File: config.mk
export PLATFORM = sky130hd
export DESIGN_NAME = pin_fmt
export DESIGN_NICKNAME = d
export VERILOG_FILES = /design/src/rtl/pin_fmt_pkg.sv /design/src/rtl/pin_fmt_tset.sv /design/src/rtl/pin_fmt_seq.sv /design/src/rtl/pin_fmt_drive.sv /design/src/rtl/pin_fmt_cmp.sv /design/src/rtl/pin_fmt.sv
export SDC_FILE = /design/constraint.sdc
export NUM_CORES = 2
export LEC_CHECK = 0
export BUFFER_PORTS_ARGS = -buffer_cell sky130_fd_sc_hd__buf_2
export CAP_MARGIN = 20
export CORE_MARGIN = 8
export CORE_UTILIZATION = 40
export CTS_CLUSTER_SIZE = 16
export DETAILED_ROUTE_END_ITERATION = 8
export GPL_TIMING_DRIVEN = 0
export PLACE_DENSITY = 0.6
export SYNTH_ARGS = -nofsm -noshare
export SYNTH_HDL_FRONTEND = slang
export SYNTH_HIERARCHICAL = 1
export SYNTH_SLANG_ARGS = --single-unit
File: constraint.sdc
create_clock -name clk -period 2.75 [get_ports clk]
set_clock_uncertainty 0.2 [all_clocks]
set_input_delay 0.4125 -clock clk [delete_from_list [all_inputs] [get_ports clk]]
set_output_delay 0.4125 -clock clk [all_outputs]
set_load 0.05 [all_outputs]
File: src/rtl/pin_fmt_pkg.sv
package pin_fmt_pkg;

   typedef enum logic [3:0] {
      ST_DRV0   = 4'd0,
      ST_DRV1   = 4'd1,
      ST_CMPL   = 4'd2,
      ST_CMPH   = 4'd3,
      ST_MASK   = 4'd4,
      ST_MID    = 4'd5,
      ST_VALID  = 4'd6,
      ST_SRCD   = 4'd7,
      ST_SRCE   = 4'd8,
      ST_REPEAT = 4'd9
   } pin_state_e;

   typedef enum logic [1:0] {
      FMT_NR  = 2'd0,
      FMT_RL  = 2'd1,
      FMT_RH  = 2'd2,
      FMT_SBC = 2'd3
   } drv_fmt_e;

   function automatic logic is_drive_st(input pin_state_e s);
      return (s == ST_DRV0) || (s == ST_DRV1) || (s == ST_SRCD);
   endfunction

endpackage

File: src/rtl/pin_fmt_tset.sv
module pin_fmt_tset
   import pin_fmt_pkg::*;
#(
   parameter int NUM_TS     = 31,
   parameter int TS_W       = 5,
   parameter int TICK_W     = 6,
   parameter int MIN_PERIOD = 4,
   parameter int MIN_SEP    = 2,
   parameter int DEF_PERIOD = 16
) (
   input  logic              clk,
   input  logic              rst_n,
   input  logic              we,
   input  logic [TS_W-1:0]   widx,
   input  logic [TICK_W-1:0] w_per,
   input  logic [TICK_W-1:0] w_on,
   input  logic [TICK_W-1:0] w_dat,
   input  logic [TICK_W-1:0] w_ret,
   input  logic [TICK_W-1:0] w_off,
   input  logic [TICK_W-1:0] w_stb,
   input  logic [1:0]        w_fmt,
   output logic              err,
   input  logic [TS_W-1:0]   ridx,
   output logic [TICK_W-1:0] r_per,
   output logic [TICK_W-1:0] r_on,
   output logic [TICK_W-1:0] r_dat,
   output logic [TICK_W-1:0] r_ret,
   output logic [TICK_W-1:0] r_off,
   output logic [TICK_W-1:0] r_stb,
   output drv_fmt_e          r_fmt
);

   localparam int EW     = TICK_W + 2;
   localparam int WORD_W = 6 * TICK_W + 2;
   localparam logic [EW-1:0]     MINP   = EW'(MIN_PERIOD);
   localparam logic [EW-1:0]     MINP2  = EW'(2 * MIN_PERIOD);
   localparam logic [EW-1:0]     SEP    = EW'(MIN_SEP);
   localparam logic [TS_W:0]     NTS    = (TS_W + 1)'(NUM_TS);
   localparam logic [TICK_W-1:0] NEVER  = '1;
   localparam logic [WORD_W-1:0] DEF_WORD = {FMT_NR, TICK_W'(DEF_PERIOD / 2), NEVER, NEVER,
                                             TICK_W'(1), TICK_W'(0), TICK_W'(DEF_PERIOD)};

   if (NUM_TS < 1 || NUM_TS >= (1 << TS_W)) begin : g_chk_ts
      $error("NUM_TS must leave one selector code free for repeat");
   end
   if (DEF_PERIOD < MIN_PERIOD || DEF_PERIOD >= (1 << TICK_W)) begin : g_chk_def
      $error("DEF_PERIOD out of range");
   end
   if (2 * MIN_PERIOD >= (1 << TICK_W)) begin : g_chk_min
      $error("MIN_PERIOD too large for TICK_W");
   end

   logic bad;
   always_comb begin
      bad = 1'b0;
      if ({2'b00, w_per} < MINP) bad = 1'b1;
      if ({2'b00, w_off} < ({2'b00, w_on} + SEP)) bad = 1'b1;
      if ((w_fmt == FMT_SBC) && ({2'b00, w_per} < MINP2)) bad = 1'b1;
      if ({1'b0, widx} >= NTS) bad = 1'b1;
   end

   logic [WORD_W-1:0] w_word;
   assign w_word = {w_fmt, w_stb, w_off, w_ret, w_dat, w_on, w_per};

   logic [WORD_W-1:0] ent [NUM_TS];

   for (genvar g = 0; g < NUM_TS; g++) begin : g_ent
      logic [WORD_W-1:0] word_q;
      always_ff @(posedge clk or negedge rst_n) begin
         if (!rst_n)                                    word_q <= DEF_WORD;
         else if (we && !bad && (widx == TS_W'(g)))     word_q <= w_word;
      end
      assign ent[g] = word_q;
   end

   always_ff @(posedge clk or negedge rst_n) begin
      if (!rst_n) err <= 1'b0;
      else        err <= we && bad;
   end

   logic [WORD_W-1:0] r_word;
   always_comb begin
      if ({1'b0, ridx} < NTS) r_word = ent[ridx];
      else                    r_word = ent[0];
   end

   assign r_per = r_word[0*TICK_W +: TICK_W];
   assign r_on  = r_word[1*TICK_W +: TICK_W];
   assign r_dat = r_word[2*TICK_W +: TICK_W];
   assign r_ret = r_word[3*TICK_W +: TICK_W];
   assign r_off = r_word[4*TICK_W +: TICK_W];
   assign r_stb = r_word[5*TICK_W +: TICK_W];
   assign r_fmt = drv_fmt_e'(r_word[6*TICK_W +: 2]);

   // a short complement-surround period is always refused
   p_sbc_short_r8: assert property (@(posedge clk) disable iff (!rst_n)
      (we && w_fmt == FMT_SBC && {2'b00, w_per} < MINP2) |=> err);

endmodule

File: src/rtl/pin_fmt_seq.sv
module pin_fmt_seq
   import pin_fmt_pkg::*;
#(
   parameter int TS_W       = 5,
   parameter int TICK_W     = 6,
   parameter int DEF_PERIOD = 16
) (
   input  logic              clk,
   input  logic              rst_n,
   input  logic [3:0]        vec_state,
   input  logic [TS_W-1:0]   vec_tset,
   input  logic              src_bit,
   input  logic              exp_bit,
   output logic [TS_W-1:0]   rd_idx,
   input  logic [TICK_W-1:0] rd_per,
   input  logic [TICK_W-1:0] rd_on,
   input  logic [TICK_W-1:0] rd_dat,
   input  logic [TICK_W-1:0] rd_ret,
   input  logic [TICK_W-1:0] rd_off,
   input  logic [TICK_W-1:0] rd_stb,
   input  drv_fmt_e          rd_fmt,
   output logic              load,
   output logic              nxt_drive,
   output logic              started,
   output logic [TICK_W-1:0] tick,
   output logic [TICK_W-1:0] c_on,
   output logic [TICK_W-1:0] c_dat,
   output logic [TICK_W-1:0] c_ret,
   output logic [TICK_W-1:0] c_off,
   output logic [TICK_W-1:0] c_stb,
   output drv_fmt_e          c_fmt,
   output pin_state_e        c_state,
   output logic              c_src,
   output logic              c_exp,
   output logic              rep_err
);

   localparam logic [TS_W-1:0] REP_TS  = '1;
   localparam logic [3:0]      REP_CODE = 4'(ST_REPEAT);

   logic [TICK_W-1:0] c_per;
   logic              have_prev;
   pin_state_e        prev_st;
   logic [TS_W-1:0]   prev_ts;
   pin_state_e        res_st;
   logic              rep_hit;

   always_comb begin
      rep_hit = 1'b0;
      if (vec_state <= 4'(ST_SRCE)) begin
         res_st = pin_state_e'(vec_state);
      end else if (vec_state == REP_CODE) begin
         if (have_prev) res_st = prev_st;
         else begin
            res_st  = ST_MASK;
            rep_hit = 1'b1;
         end
      end else begin
         res_st = ST_MASK;
      end
   end

   assign rd_idx    = (vec_tset == REP_TS) ? prev_ts : vec_tset;
   assign load      = !started || (tick == (c_per - TICK_W'(1)));
   assign nxt_drive = is_drive_st(res_st);

   always_ff @(posedge clk or negedge rst_n) begin
      if (!rst_n) begin
         started   <= 1'b0;
         tick      <= '0;
         c_per     <= TICK_W'(DEF_PERIOD);
         c_on      <= '1;
         c_dat     <= '1;
         c_ret     <= '1;
         c_off     <= '1;
         c_stb     <= '1;
         c_fmt     <= FMT_NR;
         c_state   <= ST_MASK;
         c_src     <= 1'b0;
         c_exp     <= 1'b0;
         have_prev <= 1'b0;
         prev_st   <= ST_MASK;
         prev_ts   <= '0;
         rep_err   <= 1'b0;
      end else begin
         rep_err <= load && rep_hit;
         if (load) begin
            started   <= 1'b1;
            tick      <= '0;
            c_per     <= rd_per;
            c_on      <= rd_on;
            c_dat     <= rd_dat;
            c_ret     <= rd_ret;
            c_off     <= rd_off;
            c_stb     <= rd_stb;
            c_fmt     <= rd_fmt;
            c_state   <= res_st;
            c_src     <= src_bit;
            c_exp     <= exp_bit;
            have_prev <= 1'b1;
            prev_st   <= res_st;
            prev_ts   <= rd_idx;
         end else begin
            tick <= tick + TICK_W'(1);
         end
      end
   end

   // the tick counter never passes the latched period
   p_tick_bound_r9: assert property (@(posedge clk) disable iff (!rst_n)
      started |-> (tick < c_per));
   // a repeat with no previous vector is reported
   p_first_rep_r6: assert property (@(posedge clk) disable iff (!rst_n)
      (load && !have_prev && vec_state == REP_CODE) |=> rep_err);

endmodule

File: src/rtl/pin_fmt_drive.sv
module pin_fmt_drive
   import pin_fmt_pkg::*;
#(
   parameter int TICK_W = 6
) (
   input  logic              clk,
   input  logic              rst_n,
   input  logic [TICK_W-1:0] tick,
   input  logic [TICK_W-1:0] e_on,
   input  logic [TICK_W-1:0] e_dat,
   input  logic [TICK_W-1:0] e_ret,
   input  logic [TICK_W-1:0] e_off,
   input  drv_fmt_e          fmt,
   input  pin_state_e        state,
   input  logic              src,
   input  logic              load,
   input  logic              nxt_drive,
   output logic              pin_drv,
   output logic              pin_oe
);

   logic dbit, act, d_n, o_n;

   assign act  = is_drive_st(state);
   assign dbit = (state == ST_DRV1) || ((state == ST_SRCD) && src);

   function automatic logic frame_lvl(input drv_fmt_e f, input logic d, input logic cur);
      case (f)
         FMT_RL:  return 1'b0;
         FMT_RH:  return 1'b1;
         FMT_SBC: return ~d;
         default: return cur;
      endcase
   endfunction

   always_comb begin
      d_n = pin_drv;
      o_n = pin_oe;
      if (act) begin
         if (tick == e_on) begin
            o_n = 1'b1;
            d_n = frame_lvl(fmt, dbit, d_n);
         end
         if (tick == e_dat) d_n = dbit;
         if (tick == e_ret) d_n = frame_lvl(fmt, dbit, d_n);
         if (tick == e_off) o_n = 1'b0;
      end
      if (load && !nxt_drive) o_n = 1'b0;
   end

   always_ff @(posedge clk or negedge rst_n) begin
      if (!rst_n) begin
         pin_drv <= 1'b0;
         pin_oe  <= 1'b0;
      end else begin
         pin_drv <= d_n;
         pin_oe  <= o_n;
      end
   end

   // the drive-off edge always releases the enable
   p_oe_off_r1: assert property (@(posedge clk) disable iff (!rst_n)
      (act && tick == e_off) |=> !pin_oe);

endmodule

File: src/rtl/pin_fmt_cmp.sv
module pin_fmt_cmp
   import pin_fmt_pkg::*;
#(
   parameter int TICK_W = 6
) (
   input  logic              clk,
   input  logic              rst_n,
   input  logic              started,
   input  logic [TICK_W-1:0] tick,
   input  logic [TICK_W-1:0] e_stb,
   input  pin_state_e        state,
   input  logic              exp_bit,
   input  logic              cmp_hi,
   input  logic              cmp_lo,
   output logic              cmp_done,
   output logic              cmp_fail,
   output logic              cap_valid,
   output logic              cap_bit
);

   logic hit, cmp_en, pass, is_low, is_high;

   assign hit     = started && (tick == e_stb);
   assign is_low  = cmp_lo && !cmp_hi;
   assign is_high = cmp_hi && !cmp_lo;

   always_comb begin
      cmp_en = 1'b1;
      pass   = 1'b0;
      case (state)
         ST_CMPL:  pass = is_low;
         ST_CMPH:  pass = is_high;
         ST_MID:   pass = !cmp_hi && !cmp_lo;
         ST_VALID: pass = cmp_hi ^ cmp_lo;
         ST_SRCE:  pass = exp_bit ? is_high : is_low;
         default:  cmp_en = 1'b0;
      endcase
   end

   always_ff @(posedge clk or negedge rst_n) begin
      if (!rst_n) begin
         cmp_done  <= 1'b0;
         cmp_fail  <= 1'b0;
         cap_valid <= 1'b0;
         cap_bit   <= 1'b0;
      end else begin
         cmp_done  <= hit && cmp_en;
         cmp_fail  <= hit && cmp_en && !pass;
         cap_valid <= hit && (state == ST_VALID) && pass;
         if (hit && state == ST_VALID) cap_bit <= cmp_hi;
      end
   end

   // a capture is only reported with a compare result
   p_cap_with_done_r5: assert property (@(posedge clk) disable iff (!rst_n)
      cap_valid |-> (cmp_done && !cmp_fail));
   // a failure is only reported with a compare result
   p_fail_with_done_r4: assert property (@(posedge clk) disable iff (!rst_n)
      cmp_fail |-> cmp_done);

endmodule

File: src/rtl/pin_fmt.sv
module pin_fmt
   import pin_fmt_pkg::*;
#(
   parameter int NUM_TS     = 31,
   parameter int TS_W       = 5,
   parameter int TICK_W     = 6,
   parameter int MIN_PERIOD = 4,
   parameter int MIN_SEP    = 2,
   parameter int DEF_PERIOD = 16
) (
   input  logic              clk,
   input  logic              rst_n,
   input  logic              cfg_we,
   input  logic [TS_W-1:0]   cfg_idx,
   input  logic [TICK_W-1:0] cfg_period,
   input  logic [TICK_W-1:0] cfg_on,
   input  logic [TICK_W-1:0] cfg_data,
   input  logic [TICK_W-1:0] cfg_ret,
   input  logic [TICK_W-1:0] cfg_off,
   input  logic [TICK_W-1:0] cfg_strobe,
   input  logic [1:0]        cfg_fmt,
   output logic              cfg_err,
   output logic              vec_load,
   input  logic [3:0]        vec_state,
   input  logic [TS_W-1:0]   vec_tset,
   input  logic              src_bit,
   input  logic              exp_bit,
   input  logic              cmp_hi,
   input  logic              cmp_lo,
   output logic              pin_drv,
   output logic              pin_oe,
   output logic              cmp_done,
   output logic              cmp_fail,
   output logic              cap_valid,
   output logic              cap_bit,
   output logic              rep_err
);

   logic [TS_W-1:0]   rd_idx;
   logic [TICK_W-1:0] rd_per, rd_on, rd_dat, rd_ret, rd_off, rd_stb;
   drv_fmt_e          rd_fmt;
   logic [TICK_W-1:0] tick, c_on, c_dat, c_ret, c_off, c_stb;
   drv_fmt_e          c_fmt;
   pin_state_e        c_state;
   logic              c_src, c_exp, started, nxt_drive;

   pin_fmt_tset #(
      .NUM_TS(NUM_TS), .TS_W(TS_W), .TICK_W(TICK_W),
      .MIN_PERIOD(MIN_PERIOD), .MIN_SEP(MIN_SEP), .DEF_PERIOD(DEF_PERIOD)
   ) u_tset (
      .clk(clk), .rst_n(rst_n),
      .we(cfg_we), .widx(cfg_idx), .w_per(cfg_period), .w_on(cfg_on),
      .w_dat(cfg_data), .w_ret(cfg_ret), .w_off(cfg_off), .w_stb(cfg_strobe),
      .w_fmt(cfg_fmt), .err(cfg_err),
      .ridx(rd_idx), .r_per(rd_per), .r_on(rd_on), .r_dat(rd_dat),
      .r_ret(rd_ret), .r_off(rd_off), .r_stb(rd_stb), .r_fmt(rd_fmt)
   );

   pin_fmt_seq #(
      .TS_W(TS_W), .TICK_W(TICK_W), .DEF_PERIOD(DEF_PERIOD)
   ) u_seq (
      .clk(clk), .rst_n(rst_n),
      .vec_state(vec_state), .vec_tset(vec_tset), .src_bit(src_bit), .exp_bit(exp_bit),
      .rd_idx(rd_idx), .rd_per(rd_per), .rd_on(rd_on), .rd_dat(rd_dat),
      .rd_ret(rd_ret), .rd_off(rd_off), .rd_stb(rd_stb), .rd_fmt(rd_fmt),
      .load(vec_load), .nxt_drive(nxt_drive), .started(started), .tick(tick),
      .c_on(c_on), .c_dat(c_dat), .c_ret(c_ret), .c_off(c_off), .c_stb(c_stb),
      .c_fmt(c_fmt), .c_state(c_state), .c_src(c_src), .c_exp(c_exp),
      .rep_err(rep_err)
   );

   pin_fmt_drive #(.TICK_W(TICK_W)) u_drive (
      .clk(clk), .rst_n(rst_n), .tick(tick),
      .e_on(c_on), .e_dat(c_dat), .e_ret(c_ret), .e_off(c_off),
      .fmt(c_fmt), .state(c_state), .src(c_src),
      .load(vec_load), .nxt_drive(nxt_drive),
      .pin_drv(pin_drv), .pin_oe(pin_oe)
   );

   pin_fmt_cmp #(.TICK_W(TICK_W)) u_cmp (
      .clk(clk), .rst_n(rst_n), .started(started), .tick(tick),
      .e_stb(c_stb), .state(c_state), .exp_bit(c_exp),
      .cmp_hi(cmp_hi), .cmp_lo(cmp_lo),
      .cmp_done(cmp_done), .cmp_fail(cmp_fail),
      .cap_valid(cap_valid), .cap_bit(cap_bit)
   );

   // loading a non-drive vector leaves the driver disabled from tick 0
   p_nondrive_oe_r3: assert property (@(posedge clk) disable iff (!rst_n)
      (vec_load && !nxt_drive) |=> !pin_oe);

endmodule

==> results.ini <==
[grt]
first_global_vias = 35900
grt_util_met3_pct = 5.76
antenna_found_initial = 6
busiest_layer = met2
grt_pass1_wl_um = 265000
grt_overflow_total = 0
grt_max_degree = 163
grtUsageMet1_pct = 31.8
grt_use_total_pct = 22.4
grt_util_met2_pct = 34.6

[setup_path]
cp-start-kind = register
cp_slowest_stage_delay_ps = 390
cpMostUsedCell = buf_12
cp_data_arrival_time_ps = 2680
cp_max_fo = 2
cp.buffers_inverters = 4
end_kind = output pin
path_class = reg2out
crit_required_ps = 2140
slowest_stage = dfrtp_1
critical_path.cell_chain = inv_1 > ha_2 > or3b_1 > a211oi_2 > o211ai_1 > o21ai_2 > buf_6 > buf_12 > buf_12
critPathTopFamily = compound AO/OA/AOI/OAI gates

[synth]
synth_warnings = 6
synth_area_um2 = 59300
synthFlopType = dfrtp_1
async_flop_share_pct = 100
syn_area_per_cell_um2 = 16.4
synth_edf_count = 0
ys_ff_latch = 1242
synthDistinctLibCells = 69
synth_nets = 3694
netlist_instances = 3624
ys_seq_area_share_pct = 53.4

[route]
via_per_inst = 5.73
drc = 0
routedWlPerCell_um = 30.7
antenna_left = 0
drtPass1Iterations = 5
wirelength_um = 185000
drtIter0Drc = 2623
num_vias = 34400

[timing]
slew_headroom_pct = 26.2
rsz0062_at_grt = yes
setup_viol_count_final = 41
period_share_pct = 120
finalWorstSetupSlack_ps = -545
max_freq_mhz = 304
hold_violations = 135
fin_hold_ws_ps = -538
worst-slew-pin-transition_ps = 1110
drv_slew = 0
fin_crit_ps = 3290

[floorplanning]
die_x_um = 401
die_area_um2 = 161000
coreArea_um2 = 147000
initial_core_util_pct = 40.2
die_h_um = 401
pin_count = 68
rows = 141

[placement]
pre_cts_slack_ps = -2260
io_buffers = 64
hpwl_um = 117000
finalWeightedCongestion = 0.814
dpl.cell_count = 5630

[layout]
drive_above_1_share_pct = 68.7
fin_cells = 6007
antenna_cells = 0
post-route-util_pct = 48.3
layout.nets = 4032
synthToLayoutAreaGrowth_pct = 20.0

[cts]
clk_latency_ps = 780
cts_buffers = 138
cts_buffer_depth = 3
cts-root-buf = clkbuf_16
cts_tree = yes
clock_sinks = 1242
clkTransAtPathRegs_ps = 60
h-tree-depth = 4
hold_buffers = 54

[flow_run]
max_cap_violations = 0

[run_status]
violations = hold timing, setup timing
status = finished, violations left

[power_and_ir_drop]
p_leak_nw = 32.3
power_density_nw_per_um2 = 712
irDropWorstVdd_mv = 0.502

[hold_path]
min_path_type = in2async

==> synthesized netlist by cell type (all sizes together), types with 3 or more instances <==
library cell     n  area [um^2]
o21ai            6         33.8
o21a             5         37.5
nand3b           3         22.5
a21oi           75          379
inv             12         45.0
or2              3         18.8
xor2            23          201
mux2          1241        15100
ha              11          138
mux2i           43          430
clkbuf         177          666
dfstp          497        13100
or4             19          214
o2bb2ai         36          315
xnor2           20          175
nor3b            3         22.5
nand2           24         92.6
nor3            11         55.1
nand3           28          140
nand4b           4         35.0
a21o             3         22.5
a21boi           4         30.0
dfrtp          745        18600
buf            181         1310
nor2            58          220
nand4            7         43.8
mux4           333         7500
nor2b            9         56.3
nand2b           6         37.5
==> layout by cell type (no fill, tap or decap), types with 52 or more instances in the layout <==
master,n
a21oi_2,55
buf_2,62
buf_6,96
buf_8,52
clkbuf_1,166
clkbuf_16,156
dfrtp_1,743
dfstp_2,497
dlygate4sd3_1,53
mux2_2,843
mux2_4,395
mux4_2,333
==> power by group <==
group	internal, mW	leakage, nW	total, mW	switching (mW)
clock network	11.1	2.27	19.0	7.83
registers	21.8	15.2	23.3	1.48
logic	4.93	14.8	8.45	3.52
total	37.8	32.3	50.7	12.8
==> layout make-up <==
cell class	instances	area, um^2
Fill cell	12600	76300
Sequential cell	1242	31700
Multi-Input combinational cell	2012	26500
Clock buffer	214	4080
Buffer	355	3460
Tap cell	1930	2410
Timing Repair Buffer	201	2360
Clock inverter	41	568
Inverter	12	45.0
==> metal layers <==
layer  vias up  wire length (um)
li1      14200                 -
met1     19000             83000
met2       942             84200
met3       246             12700
met4         0              4520
met5         -                 0
==> logic make-up after synthesis <==
kind of cell	count (synthesis)	synth area share [%]
DFF	1242	53.4
muxes	1617	38.8
and+or+nand+nor	187	1.78
buffers and inverters	370	3.40
adders and majority gates	11	0.232
other	1	0.00632
xor gates and xnor gates	43	0.635
AOI/OAI and AO/OA	153	1.74
==> timing repair <==
| action | 4_1_cts | 5_1_grt |
|---|---|---|
| cloned | 14 | 9 |
| setup endpoints to repair | 660 | 1226 |
| buffers inserted | 35 | 18 |
| hold endpoints to repair | 199 | 109 |
| gates resized for setup | 313 | 74 |
| pin swaps | 33 | 19 |
==> flip-flops by register name, indices dropped and copies added (netlist names), 2 cells and up <==
| name | flops |
|---|---|
| u_seq/c_off | 6 |
| u_seq/c_on | 6 |
| u_seq/prev_ts | 5 |
| u_tset/g_ent.word_q | 1178 |
| u_seq/c_fmt | 2 |
| u_seq/tick | 6 |
| u_seq/c_stb | 6 |
| u_seq/c_dat | 6 |
| u_seq/prev_st | 4 |
| u_seq/c_ret | 6 |
| u_seq/c_per | 6 |
==> per-stage QoR <==
step | TNS (ps) | total power [mW] | cell area, um^2
6_report | -12380 | 50.7 | 71200
3_3_place_gp | - | 30.9 | 63300
3_5_place_dp | -1114440 | 31.1 | 63500
5_1_grt | -14080 | 52.7 | 71200
4_1_cts | -365970 | 51.0 | 70700
2_1_floorplan | -63910 | 28.7 | 60500
==> worst reg2reg max path: stages, from the launching register on <==
cell       delay [ps]
dfrtp_1           380
o21a_2            270
buf_12            150
buf_6             110
clkbuf_16         190
buf_16            190
buf_6             150
mux4_2            420
mux4_2            480
a21oi_2           130
a21oi_2            90
mux2_4            310
==> final timing paths <==
kind	from	end	slack, ps	cells after the start
setup / recovery	u_seq/c_per[0]$_DFFE_PN0P_	vec_load	-540	9
min in group clk	cfg_on[3]	u_tset/g_ent[1].word_q[9]$_DFFE_PN0P_	40	3
setup reg to reg	u_seq/prev_ts[0]$_DFFE_PN0P_	u_seq/c_ret[0]$_DFFE_PN1P_	-370	11
hold / removal	rst_n	u_tset/g_ent[23].word_q[3]$_DFFE_PN0P_	-540	1
hold reg to reg	u_cmp/cap_bit$_DFFE_PN0P_	u_cmp/cap_bit$_DFFE_PN0P_	290	1
max in group asynchronous	rst_n	u_tset/g_ent[8].word_q[17]$_DFFE_PN0P_	680	4
Power figures use the tool's default switching activity.
